<file path="src/rtl/calendar_pkg.sv">
`timescale 1ns/1ps
package calendar_pkg;
  localparam int ADDR_W   = 8;
  localparam int DATA_W   = 32;
  localparam int SEC_W    = 6;
  localparam int MIN_W    = 6;
  localparam int HOUR_W   = 5;
  localparam int WDAY_W   = 3;
  localparam int MDAY_W   = 5;
  localparam int YDAY_W   = 9;
  localparam int MON_W    = 4;
  localparam int YEAR_W   = 12;
  localparam int NUM_FIELDS = 8;

  // word offsets whose positions the bus decoder depends on
  localparam logic [ADDR_W-1:0] CTRL_OFS  = 8'h08;
  localparam logic [ADDR_W-1:0] SUM0_OFS  = 8'h14;
  localparam logic [ADDR_W-1:0] SUM1_OFS  = 8'h18;
  localparam logic [ADDR_W-1:0] SUM2_OFS  = 8'h1C;
  localparam logic [ADDR_W-1:0] FIELD_OFS = 8'h20;

  // field index = (offset - FIELD_OFS) / 4
  localparam int F_SEC  = 0;
  localparam int F_MIN  = 1;
  localparam int F_HOUR = 2;
  localparam int F_MDAY = 3;
  localparam int F_WDAY = 4;
  localparam int F_YDAY = 5;
  localparam int F_MON  = 6;
  localparam int F_YEAR = 7;

  typedef struct packed {
    logic [SEC_W-1:0]  sec;
    logic [MIN_W-1:0]  min;
    logic [HOUR_W-1:0] hour;
    logic [WDAY_W-1:0] wday;
    logic [MDAY_W-1:0] mday;
    logic [YDAY_W-1:0] yday;
    logic [MON_W-1:0]  mon;
    logic [YEAR_W-1:0] year;
  } calTime_t;

  typedef struct packed {
    logic                  advance;
    logic [NUM_FIELDS-1:0] fieldWr;
  } calStrobes_t;

  function automatic logic [MDAY_W-1:0] monthLength(input logic [MON_W-1:0] mon,
                                                     input logic [YEAR_W-1:0] year);
    logic [MDAY_W-1:0] len;
    case (mon)
      4'd2:                       len = (year[1:0] == 2'b00) ? 5'd29 : 5'd28;
      4'd4, 4'd6, 4'd9, 4'd11:    len = 5'd30;
      default:                    len = 5'd31;
    endcase
    return len;
  endfunction
endpackage

</file>
<file path="src/rtl/calendar_ctrl.sv">
`timescale 1ns/1ps
module calendar_ctrl
  import calendar_pkg::*;
(
  input  logic              clk,
  input  logic              rstN,
  input  logic              tick,
  input  logic              busSel,
  input  logic              busWr,
  input  logic [ADDR_W-1:0] busAddr,
  input  logic              runBitIn,
  input  logic              spareBitIn,
  output calStrobes_t       strobes,
  output logic              runEn,
  output logic              spareFlag
);
  logic                  wrEn;
  logic [NUM_FIELDS-1:0] fieldHit;

  assign wrEn = busSel && busWr;

  for (genvar i = 0; i < NUM_FIELDS; i++) begin : g_fieldDecode
    assign fieldHit[i] = wrEn && (busAddr == FIELD_OFS + ADDR_W'(4 * i));
  end

  always_ff @(posedge clk or negedge rstN) begin
    if (!rstN) begin
      runEn     <= 1'b0;
      spareFlag <= 1'b0;
    end else if (wrEn && busAddr == CTRL_OFS) begin
      runEn     <= runBitIn;
      spareFlag <= spareBitIn;
    end
  end

  always_comb begin
    strobes.advance = tick && runEn;
    strobes.fieldWr = fieldHit;
  end
endmodule

</file>
<file path="src/rtl/calendar_datapath.sv">
`timescale 1ns/1ps
module calendar_datapath
  import calendar_pkg::*;
(
  input  logic              clk,
  input  logic              rstN,
  input  calStrobes_t       strobes,
  input  logic [YEAR_W-1:0] wrData,
  output calTime_t          curTime
);
  calTime_t timeQ, stepped, timeD;
  logic secEnd, minEnd, hourEnd;
  logic dayEnd, monthEnd, yearEnd;

  always_comb begin
    secEnd   = timeQ.sec  >= SEC_W'(59);
    minEnd   = timeQ.min  >= MIN_W'(59);
    hourEnd  = timeQ.hour >= HOUR_W'(23);
    dayEnd   = secEnd && minEnd && hourEnd;
    monthEnd = dayEnd && (timeQ.mday >= monthLength(timeQ.mon, timeQ.year));
    yearEnd  = monthEnd && (timeQ.mon >= MON_W'(12));
  end

  always_comb begin
    stepped = timeQ;
    stepped.sec = secEnd ? '0 : timeQ.sec + 1'b1;
    if (secEnd)
      stepped.min = minEnd ? '0 : timeQ.min + 1'b1;
    if (secEnd && minEnd)
      stepped.hour = hourEnd ? '0 : timeQ.hour + 1'b1;
    if (dayEnd) begin
      stepped.wday = (timeQ.wday >= WDAY_W'(6)) ? '0 : timeQ.wday + 1'b1;
      stepped.mday = monthEnd ? MDAY_W'(1) : timeQ.mday + 1'b1;
      stepped.yday = yearEnd  ? YDAY_W'(1) : timeQ.yday + 1'b1;
    end
    if (monthEnd)
      stepped.mon = yearEnd ? MON_W'(1) : timeQ.mon + 1'b1;
    if (yearEnd)
      stepped.year = timeQ.year + 1'b1;
  end

  always_comb begin
    timeD = strobes.advance ? stepped : timeQ;
    if (strobes.fieldWr[F_SEC])  timeD.sec  = wrData[SEC_W-1:0];
    if (strobes.fieldWr[F_MIN])  timeD.min  = wrData[MIN_W-1:0];
    if (strobes.fieldWr[F_HOUR]) timeD.hour = wrData[HOUR_W-1:0];
    if (strobes.fieldWr[F_MDAY]) timeD.mday = wrData[MDAY_W-1:0];
    if (strobes.fieldWr[F_WDAY]) timeD.wday = wrData[WDAY_W-1:0];
    if (strobes.fieldWr[F_YDAY]) timeD.yday = wrData[YDAY_W-1:0];
    if (strobes.fieldWr[F_MON])  timeD.mon  = wrData[MON_W-1:0];
    if (strobes.fieldWr[F_YEAR]) timeD.year = wrData[YEAR_W-1:0];
  end

  always_ff @(posedge clk or negedge rstN) begin
    if (!rstN) begin
      timeQ      <= '0;
      timeQ.mday <= MDAY_W'(1);
      timeQ.yday <= YDAY_W'(1);
      timeQ.mon  <= MON_W'(1);
    end else begin
      timeQ <= timeD;
    end
  end

  assign curTime = timeQ;
endmodule

</file>
<file path="src/rtl/calendar_readout.sv">
`timescale 1ns/1ps
module calendar_readout
  import calendar_pkg::*;
(
  input  logic              busSel,
  input  logic              busWr,
  input  logic [ADDR_W-1:0] busAddr,
  input  calTime_t          curTime,
  input  logic              runEn,
  input  logic              spareFlag,
  output logic [DATA_W-1:0] busRdata
);
  logic [DATA_W-1:0] sum0, sum1, sum2, ctrlWord;

  always_comb begin
    sum0 = '0;
    sum0[SEC_W-1:0]        = curTime.sec;
    sum0[8 +: MIN_W]       = curTime.min;
    sum0[16 +: HOUR_W]     = curTime.hour;
    sum0[24 +: WDAY_W]     = curTime.wday;
    sum1 = '0;
    sum1[MDAY_W-1:0]       = curTime.mday;
    sum1[8 +: MON_W]       = curTime.mon;
    sum1[16 +: YEAR_W]     = curTime.year;
    sum2 = '0;
    sum2[YDAY_W-1:0]       = curTime.yday;
    ctrlWord = '0;
    ctrlWord[0]            = runEn;
    ctrlWord[4]            = spareFlag;
  end

  always_comb begin
    busRdata = '0;
    if (busSel && !busWr) begin
      case (busAddr)
        CTRL_OFS:          busRdata = ctrlWord;
        SUM0_OFS:          busRdata = sum0;
        SUM1_OFS:          busRdata = sum1;
        SUM2_OFS:          busRdata = sum2;
        FIELD_OFS + 8'h00: busRdata = DATA_W'(curTime.sec);
        FIELD_OFS + 8'h04: busRdata = DATA_W'(curTime.min);
        FIELD_OFS + 8'h08: busRdata = DATA_W'(curTime.hour);
        FIELD_OFS + 8'h0C: busRdata = DATA_W'(curTime.mday);
        FIELD_OFS + 8'h10: busRdata = DATA_W'(curTime.wday);
        FIELD_OFS + 8'h14: busRdata = DATA_W'(curTime.yday);
        FIELD_OFS + 8'h18: busRdata = DATA_W'(curTime.mon);
        FIELD_OFS + 8'h1C: busRdata = DATA_W'(curTime.year);
        default:           busRdata = '0;
      endcase
    end
  end
endmodule

</file>
<file path="src/rtl/calendar_clock.sv">
`timescale 1ns/1ps
module calendar_clock
  import calendar_pkg::*;
(
  input  logic              clk,
  input  logic              rstN,
  input  logic              tick,
  input  logic              busSel,
  input  logic              busWr,
  input  logic [7:0]        busAddr,
  input  logic [31:0]       busWdata,
  output logic [31:0]       busRdata
);
  calStrobes_t strobes;
  calTime_t    curTime;
  logic        runEn;
  logic        spareFlag;
  logic        unusedWdata;

  assign unusedWdata = ^{busWdata[DATA_W-1:YEAR_W]};

  calendar_ctrl u_ctrl (
    .clk        (clk),
    .rstN       (rstN),
    .tick       (tick),
    .busSel     (busSel),
    .busWr      (busWr),
    .busAddr    (busAddr),
    .runBitIn   (busWdata[0]),
    .spareBitIn (busWdata[4]),
    .strobes    (strobes),
    .runEn      (runEn),
    .spareFlag  (spareFlag)
  );

  calendar_datapath u_dp (
    .clk     (clk),
    .rstN    (rstN),
    .strobes (strobes),
    .wrData  (busWdata[YEAR_W-1:0]),
    .curTime (curTime)
  );

  calendar_readout u_rd (
    .busSel    (busSel),
    .busWr     (busWr),
    .busAddr   (busAddr),
    .curTime   (curTime),
    .runEn     (runEn),
    .spareFlag (spareFlag),
    .busRdata  (busRdata)
  );
endmodule

</file>
<file path="config.mk">
export PLATFORM = sky130hd
export DESIGN_NAME = calendar_clock
export DESIGN_NICKNAME = d
export VERILOG_FILES = /design/src/rtl/calendar_pkg.sv /design/src/rtl/calendar_ctrl.sv /design/src/rtl/calendar_datapath.sv /design/src/rtl/calendar_readout.sv /design/src/rtl/calendar_clock.sv
export SDC_FILE = /design/constraint.sdc
export NUM_CORES = 1
export LEC_CHECK = 0
export ABC_AREA = 0
export BUFFER_PORTS_ARGS = -buffer_cell sky130_fd_sc_hd__buf_2
export CORE_AREA = 2 2 103 105
export CTS_CLUSTER_SIZE = 28
export DETAILED_ROUTE_END_ITERATION = 10
export DIE_AREA = 0 0 105 107
export GPL_TIMING_DRIVEN = 0
export HOLD_SLACK_MARGIN = 0.15
export PLACE_DENSITY = 0.7
export SYNTH_ARGS = -nofsm -noshare
export SYNTH_HDL_FRONTEND = slang
export SYNTH_HIERARCHICAL = 1
export SYNTH_SLANG_ARGS = --single-unit
export TNS_END_PERCENT = 5
</file>
<file path="constraint.sdc">
create_clock -name clk -period 3.31 [get_ports clk]
set_input_delay 0.331 -clock clk [delete_from_list [all_inputs] [get_ports clk]]
set_output_delay 0.331 -clock clk [all_outputs]
set_load 0.02 [all_outputs]
</file>
* Word-level counts from Yosys, hierarchy flattened
Cells that the tools add are included.
** Operators by class
- $add $sub $neg :: 8
- Magnitude comparators :: 6
- Equal/unequal tests :: 17
- Muxes and demuxes :: 25
- Reductions and logical operators :: 42
** Operators with widths (number)
- case mux 28 bit (11 select lines) :: 1
- == test 8 x 6 -> 1 bit, second input constant :: 8
- two-way mux 50 bit :: 1
- two-way mux 32 bit :: 1
- two-way mux 6 bit :: 5
- nonzero test 2 bit :: 15
- two-way mux 5 bit :: 5
- == test 8 x 5 -> 1 bit, second input constant :: 3
- two-way mux 12 bit :: 2
- two-way mux 9 bit :: 2
- two-way mux 17 bit :: 1
- logical AND 1 bit :: 16
- AND reduction 2 bit :: 7
- adder 12 x 1 -> 12 bit, second input constant :: 1
- adder 6 x 1 -> 6 bit, second input constant :: 2
- greater-or-equal comparator 6 bit, second input constant :: 2
- two-way mux 4 bit :: 3
- adder 5 x 1 -> 5 bit, second input constant :: 2
- case mux 5 bit (2 select lines) :: 1
- adder 9 x 1 -> 9 bit, second input constant :: 1
- == test 4 x 3 -> 1 bit, second input constant :: 2
- == test 4 bit, second input constant :: 2
- == test 8 x 4 -> 1 bit, second input constant :: 1
- two-way mux 3 bit :: 2
- other kinds (12) :: 12
** Word-level totals
- Register bits :: 52
- Input bits :: 45
- Output and inout bits :: 32
- Word-level logic and storage cells :: 108

* Logic depth before layout (Yosys ltp)
- Depth in word-level cells :: 10
- Gate-level depth with buffers :: 12
- Depth with buffers taken out :: 11

* Hierarchy
Netlist, hierarchy kept.
** By module, submodules not included
- calendar_datapath :: instances 1, cells an instance 386, area each 3340.7 µm², seq. area each 1255.0 µm²
- calendar_readout :: instances 1, cells an instance 132, area each 912.1 µm², seq. area each 0.0 µm²
- calendar_ctrl :: instances 1, cells an instance 22, area each 191.4 µm², seq. area each 50.0 µm²

* Worst setup path after synthesis
Ideal clock, no wire load.
- Path kind :: register to register
- From :: reg u_dp.timeQ, in the netlist u_dp/curTime[12]
- To :: reg u_dp.timeQ, in the netlist u_dp/curTime[15]
- Library setup time :: 0.126 ns
- Arrival :: 2.417 ns
- Data required time :: 3.184 ns
- Slack :: 0.767 ns
- Cell stages (with the launch flop) :: 12
- Buffers on the path :: 1
- Clock period less this slack :: 2.543 ns
- Path through :: dfstp_2 inv_1 ha_1 a221o_1 nand2_1 ha_1 nand2b_1 a21o_1 nand3_2 buf_2 nor2_1 a221o_1
** On the way
- Word-level cells in the longest chain between the ends :: 10
- Elaborated cells on any way between the ends :: 18
- Those cells by class :: add/sub: 1; order compare: 2; eq/ne: 5; mux: 5; reduce/logical: 5
** RTL lines
- start: declaration :: RTL line calendar_datapath.sv:11 : calTime_t timeQ, stepped, timeD;
- start signal: assignment :: RTL line calendar_datapath.sv:61 : timeQ <= timeD;
- == test 4 x 3 -> 1 bit / == test 4 bit (equally long branches) :: RTL line calendar_pkg.sv:51 : case (mon)
- OR reduction 4 bit :: RTL line calendar_pkg.sv:51
- case mux 5 bit (2 select lines) :: RTL line calendar_pkg.sv:51
- greater-or-equal comparator 5 bit :: RTL line calendar_datapath.sv:20 : monthEnd = dayEnd && (timeQ.mday >= monthLength(timeQ.mon, timeQ.year));
- logical AND 1 bit :: RTL line calendar_datapath.sv:20
- logical AND 1 bit :: RTL line calendar_datapath.sv:21 : yearEnd = monthEnd && (timeQ.mon >= MON_W'(12));
- two-way mux 4 bit :: RTL line calendar_datapath.sv:37 : stepped.mon = yearEnd ? MON_W'(1) : timeQ.mon + 1'b1;
- two-way mux 4 bit :: RTL line calendar_datapath.sv:36 : if (monthEnd)
- two-way mux 50 bit :: RTL line calendar_datapath.sv:43 : timeD = strobes.advance ? stepped : timeQ;
- two-way mux 4 bit :: RTL line calendar_datapath.sv:50 : if (strobes.fieldWr[F_MON]) timeD.mon = wrData[MON_W-1:0];
Parallel ways exist; a longest one is shown, timed or not. The select of a mux whose other input is x is not followed.
A chain may end at the register's enable or synchronous reset.

* Worst setup path in the final report
- From :: reg u_dp.timeQ, in the netlist u_dp/curTime[12]
- To :: reg u_dp.timeQ, in the netlist u_dp/curTime[20]
** On the way
- Word-level cells in the longest chain between the ends :: 10
- Elaborated cells on any way between the ends :: 15
- Those cells by class :: order compare: 2; eq/ne: 5; mux: 5; reduce/logical: 3
** RTL lines
- == test 4 x 3 -> 1 bit / == test 4 bit (equally long branches) :: RTL line calendar_pkg.sv:51
- OR reduction 4 bit :: RTL line calendar_pkg.sv:51
- case mux 5 bit (2 select lines) :: RTL line calendar_pkg.sv:51
- greater-or-equal comparator 5 bit :: RTL line calendar_datapath.sv:20
- logical AND 1 bit :: RTL line calendar_datapath.sv:20
- logical AND 1 bit * :: RTL line calendar_datapath.sv:21
- two-way mux 9 bit * :: RTL line calendar_datapath.sv:34 : stepped.yday = yearEnd ? YDAY_W'(1) : timeQ.yday + 1'b1;
- two-way mux 17 bit * :: RTL line calendar_datapath.sv:31 : if (dayEnd) begin
- two-way mux 50 bit * :: RTL line calendar_datapath.sv:43
- two-way mux 9 bit * :: RTL line calendar_datapath.sv:49 : if (strobes.fieldWr[F_YDAY]) timeD.yday = wrData[YDAY_W-1:0];
Every way passes the cells marked *; elsewhere a longest branch is shown, timed or not. The select of a mux whose other input is x is not followed.

==> flow_metrics.tcl <==
set metrics [dict create \
    status "completed" \
    cts.sinks 52 \
    cts_hold_buf 0 \
    drtIter0Drc 493 \
    synth-compound-area-share 0.260 \
    ys_warn_count 6 \
    fin_tns_setup_ps 0 \
    syn_to_final_growth_pct 12.3 \
    relSlewSlack 0.194 \
    vias 4781 \
    routed_wl_um 15200 \
    fmax_ghz 0.326 \
    period_share 0.926 \
    whs_endpoint "u_dp/curTime[9]" \
    path_delay_family "compound AO/OA/AOI/OAI gates" \
    cts-resized-gates 0 \
    grt_max_degree 53 \
    netlist_area_sq_um 4440 \
    finClkSkew_ps 10.2 \
    holdCritStartpoint "busWdata[9]" \
    use_met1 0.375 \
    ir_drop_v 0.000152 \
    slowest_stage "dfstp_2" \
    post_cts_buffers 0 \
    layout.nets 661 \
    placed_area_sq_um 4880 \
    grt_usage 0.273 \
    ff2ff_setup_slack_ps 250 \
    diodes 0 \
    drive_above_1_share 0.194 \
    hold_class "primary input to register" \
    worst_setup_path_start_kind "register" \
    fin_area_sq_um 4990 \
    synthMuxAreaShare 0.0298 \
    worstSetupPathType "register to register" \
    grt_util_met3 0.0347 \
    tritoncts "built" \
    clk_latency_ps 310 \
    cts.htree.levels 2 \
    cp_cell_sequence "inv_1 > ha_1 > a221o_1 > nand2_1 > ha_1 > nand2b_1 > a21o_1 > nand3_1 > clkbuf_1 > a21oi_1 > o21ai_0" \
    endpoint_kind "register" \
    p_per_area_nw_per_um2 268 \
    setup_viol_count_final 0 \
    r2r_end "u_dp/curTime[20]" \
    worst_pin_slew_ps 1210 \
    worst_path_largest_cell_delay_ps 630 \
    rows 37 \
    synth_top_family_by_area "simple AND/OR/NAND/NOR gates" \
    crit_arrival_ps 3290 \
    holdPathStages 3 \
    start_util 0.440 \
    critPathMaxFanout 10 \
    final-hold-violation-count 0 \
    r2r_start "u_dp/curTime[12]" \
    port-buffer-count 49 \
    ys_seq_area_frac 0.294 \
    cpMostUsedCell "ha_1" \
    ys.flop_type "dfrtp_1" \
    io_pins 77 \
    synth_cells 540 \
    synth-edff-count 0 \
    globalplace.congestion 0.979 \
    maxSlewViolCount 0 \
    drc 0 \
    async_flop_share 1.00 \
    avgSynthCellArea_sq_um 8.23 \
    core_sq_um 10100 \
    synth-simple-area-share 0.306 \
    grt_first_pass_wirelength_um 24100 \
    crit_required_ps 3530 \
    antenna_left 0 \
    grt_pass1_vias 4412 \
    dieArea_sq_um 11200 \
    dp_hpwl_um 11400 \
    die_h_um 107 \
    min_period_ps 3060 \
    synth_cell_types 80 \
    numCtsBuffers 5 \
    synth_seq_cells 52 \
    first_pass_iters 5 \
    post_drt_wl_per_cell_um 20.6 \
    rsz0062_at_grt "false" \
    clockBufferDepth 2 \
    cts.clk_slew.worst_paths_ps 100 \
    cap_viol_max_count 0 \
    grtUsageMet2 0.440 \
    synth-adder-area-share 0.0422 \
    reg2regPathDepth 11 \
    viasPerCell 6.48 \
    root_buffer "clkbuf_8" \
    overflow 0 \
    die_w_um 105 \
    antenna_found_initial 0 \
    p_leak_nw 2.06 \
    crit_buf_inv 2 \
    synth_xor_area_frac 0.00788 \
    busiest_layer "met2" \
]
-- state kept, by name (all words and copies together), names as in the netlist --
signal,count
u_dp/curTime,50
u_ctrl/runEn,1
u_ctrl/spareFlag,1
-- area by class of cell --
cell class	count	area [sq um]
fillers	1022	5100
multi-input cells	438	2890
flip-flops and latches	52	1310
repair buffers	49	245
plain buffers	40	209
well taps	136	170
clock buffers	5	68.8
inverters	15	56.3
clock inverters	3	42.5
-- where the power goes --
group	switching (mW)	internal, mW
registers	0.0400	0.658
clock network	0.223	0.224
logic	0.122	0.0687
total	0.385	0.951
-- worst min-delay path, cell delays in order --
cell	delay (ps)
buf_2	70
nand2_1	40
nand3_1	70
-- cells by family after synthesis --
group                    after synthesis
AO/OA/AOI/OAI                        161
XOR/XNOR                               4
adder cells (fa/ha/maj)               15
buffers and inverters                 55
flip-flops                            52
multiplexers                          12
other                                  1
AND/OR/NAND/NOR                      240
-- through the flow --
stage                     utilization  worst slack [ps]  hold WS, ps  power, mW  std cells
final                           0.494               245          236       1.34        738
after detailed placement        0.483               329          553      0.895        730
after CTS                       0.494               310          229       1.34        738
after global routing            0.494               123          234       1.40        738
after global placement          0.483               365          528      0.891        730
after floorplan                     -               767         35.4      0.806        545
-- layout by cell type, fill, tap and decap left out, types with 8 or more instances in the layout --
cell	netlist	routed
o211ai_1	8	8
a32oi_1	11	11
nand3b_1	8	8
nor2b_1	11	11
nor3_1	10	10
ha_1	15	15
nor4_1	9	9
a21oi_1	22	22
o21ai_0	28	28
a22oi_1	17	17
clkbuf_1	15	15
buf_2	13	62
o31ai_1	9	9
inv_1	15	15
a31oi_1	16	16
mux2i_1	8	8
nor2_1	38	38
nand2_1	54	54
nor2_2	9	9
and3_1	14	14
nand3_1	30	30
dfrtp_1	49	49
-- synth_stat cells, types with 4 or more instances --
master    count  area (sq um)
a211o_1       5          43.8
a31oi_1      16           100
nor3_1       10          50.1
nand4_1       6          37.5
a22o_1        5          43.8
nand3b_1      8          60.1
dfrtp_1      49          1230
o21ai_0      28           140
nor2_2        9          56.3
buf_4         7          52.6
and3_1       14          87.6
a21oi_1      22           110
o211ai_1      8          60.1
or4_1         7          52.6
nand3_1      30           150
a22oi_1      17           128
nand2b_1      7          43.8
nor4_1        9          56.3
mux2i_1       8          80.1
nor2_1       38           143
ha_1         15           188
o31ai_1       9          67.6
clkbuf_1     15          56.3
nand2_1      54           203
and4_1        4          35.0
buf_2        13          65.1
a32oi_1      11          96.3
and2_1        7          43.8
nor2b_1      11          68.8
inv_1        15          56.3
-- worst max path at each step --
| stage | startpoint | to | slack (ps) | cells past startpoint |
|---|---|---|---|---|
| floorplan | u_dp/curTime[12] | u_dp/curTime[15] | 770 | 11 |
| global placement | u_dp/curTime[12] | u_dp/curTime[20] | 370 | 11 |
| detailed placement | u_dp/curTime[12] | u_dp/curTime[20] | 330 | 11 |
| CTS | u_dp/curTime[12] | u_dp/curTime[20] | 310 | 11 |
| global route | u_dp/curTime[12] | u_dp/curTime[20] | 120 | 11 |
| finish | u_dp/curTime[12] | u_dp/curTime[20] | 250 | 11 |
-- per-layer routing --
layer | vias to the layer above | part of all wire
met4 | 0 | 0.034
met2 | 241 | 0.45
met3 | 35 | 0.078
met5 | - | 0
met1 | 2338 | 0.43
li1 | 2167 | -
Note: power is estimated with default switching activity, not from simulation.
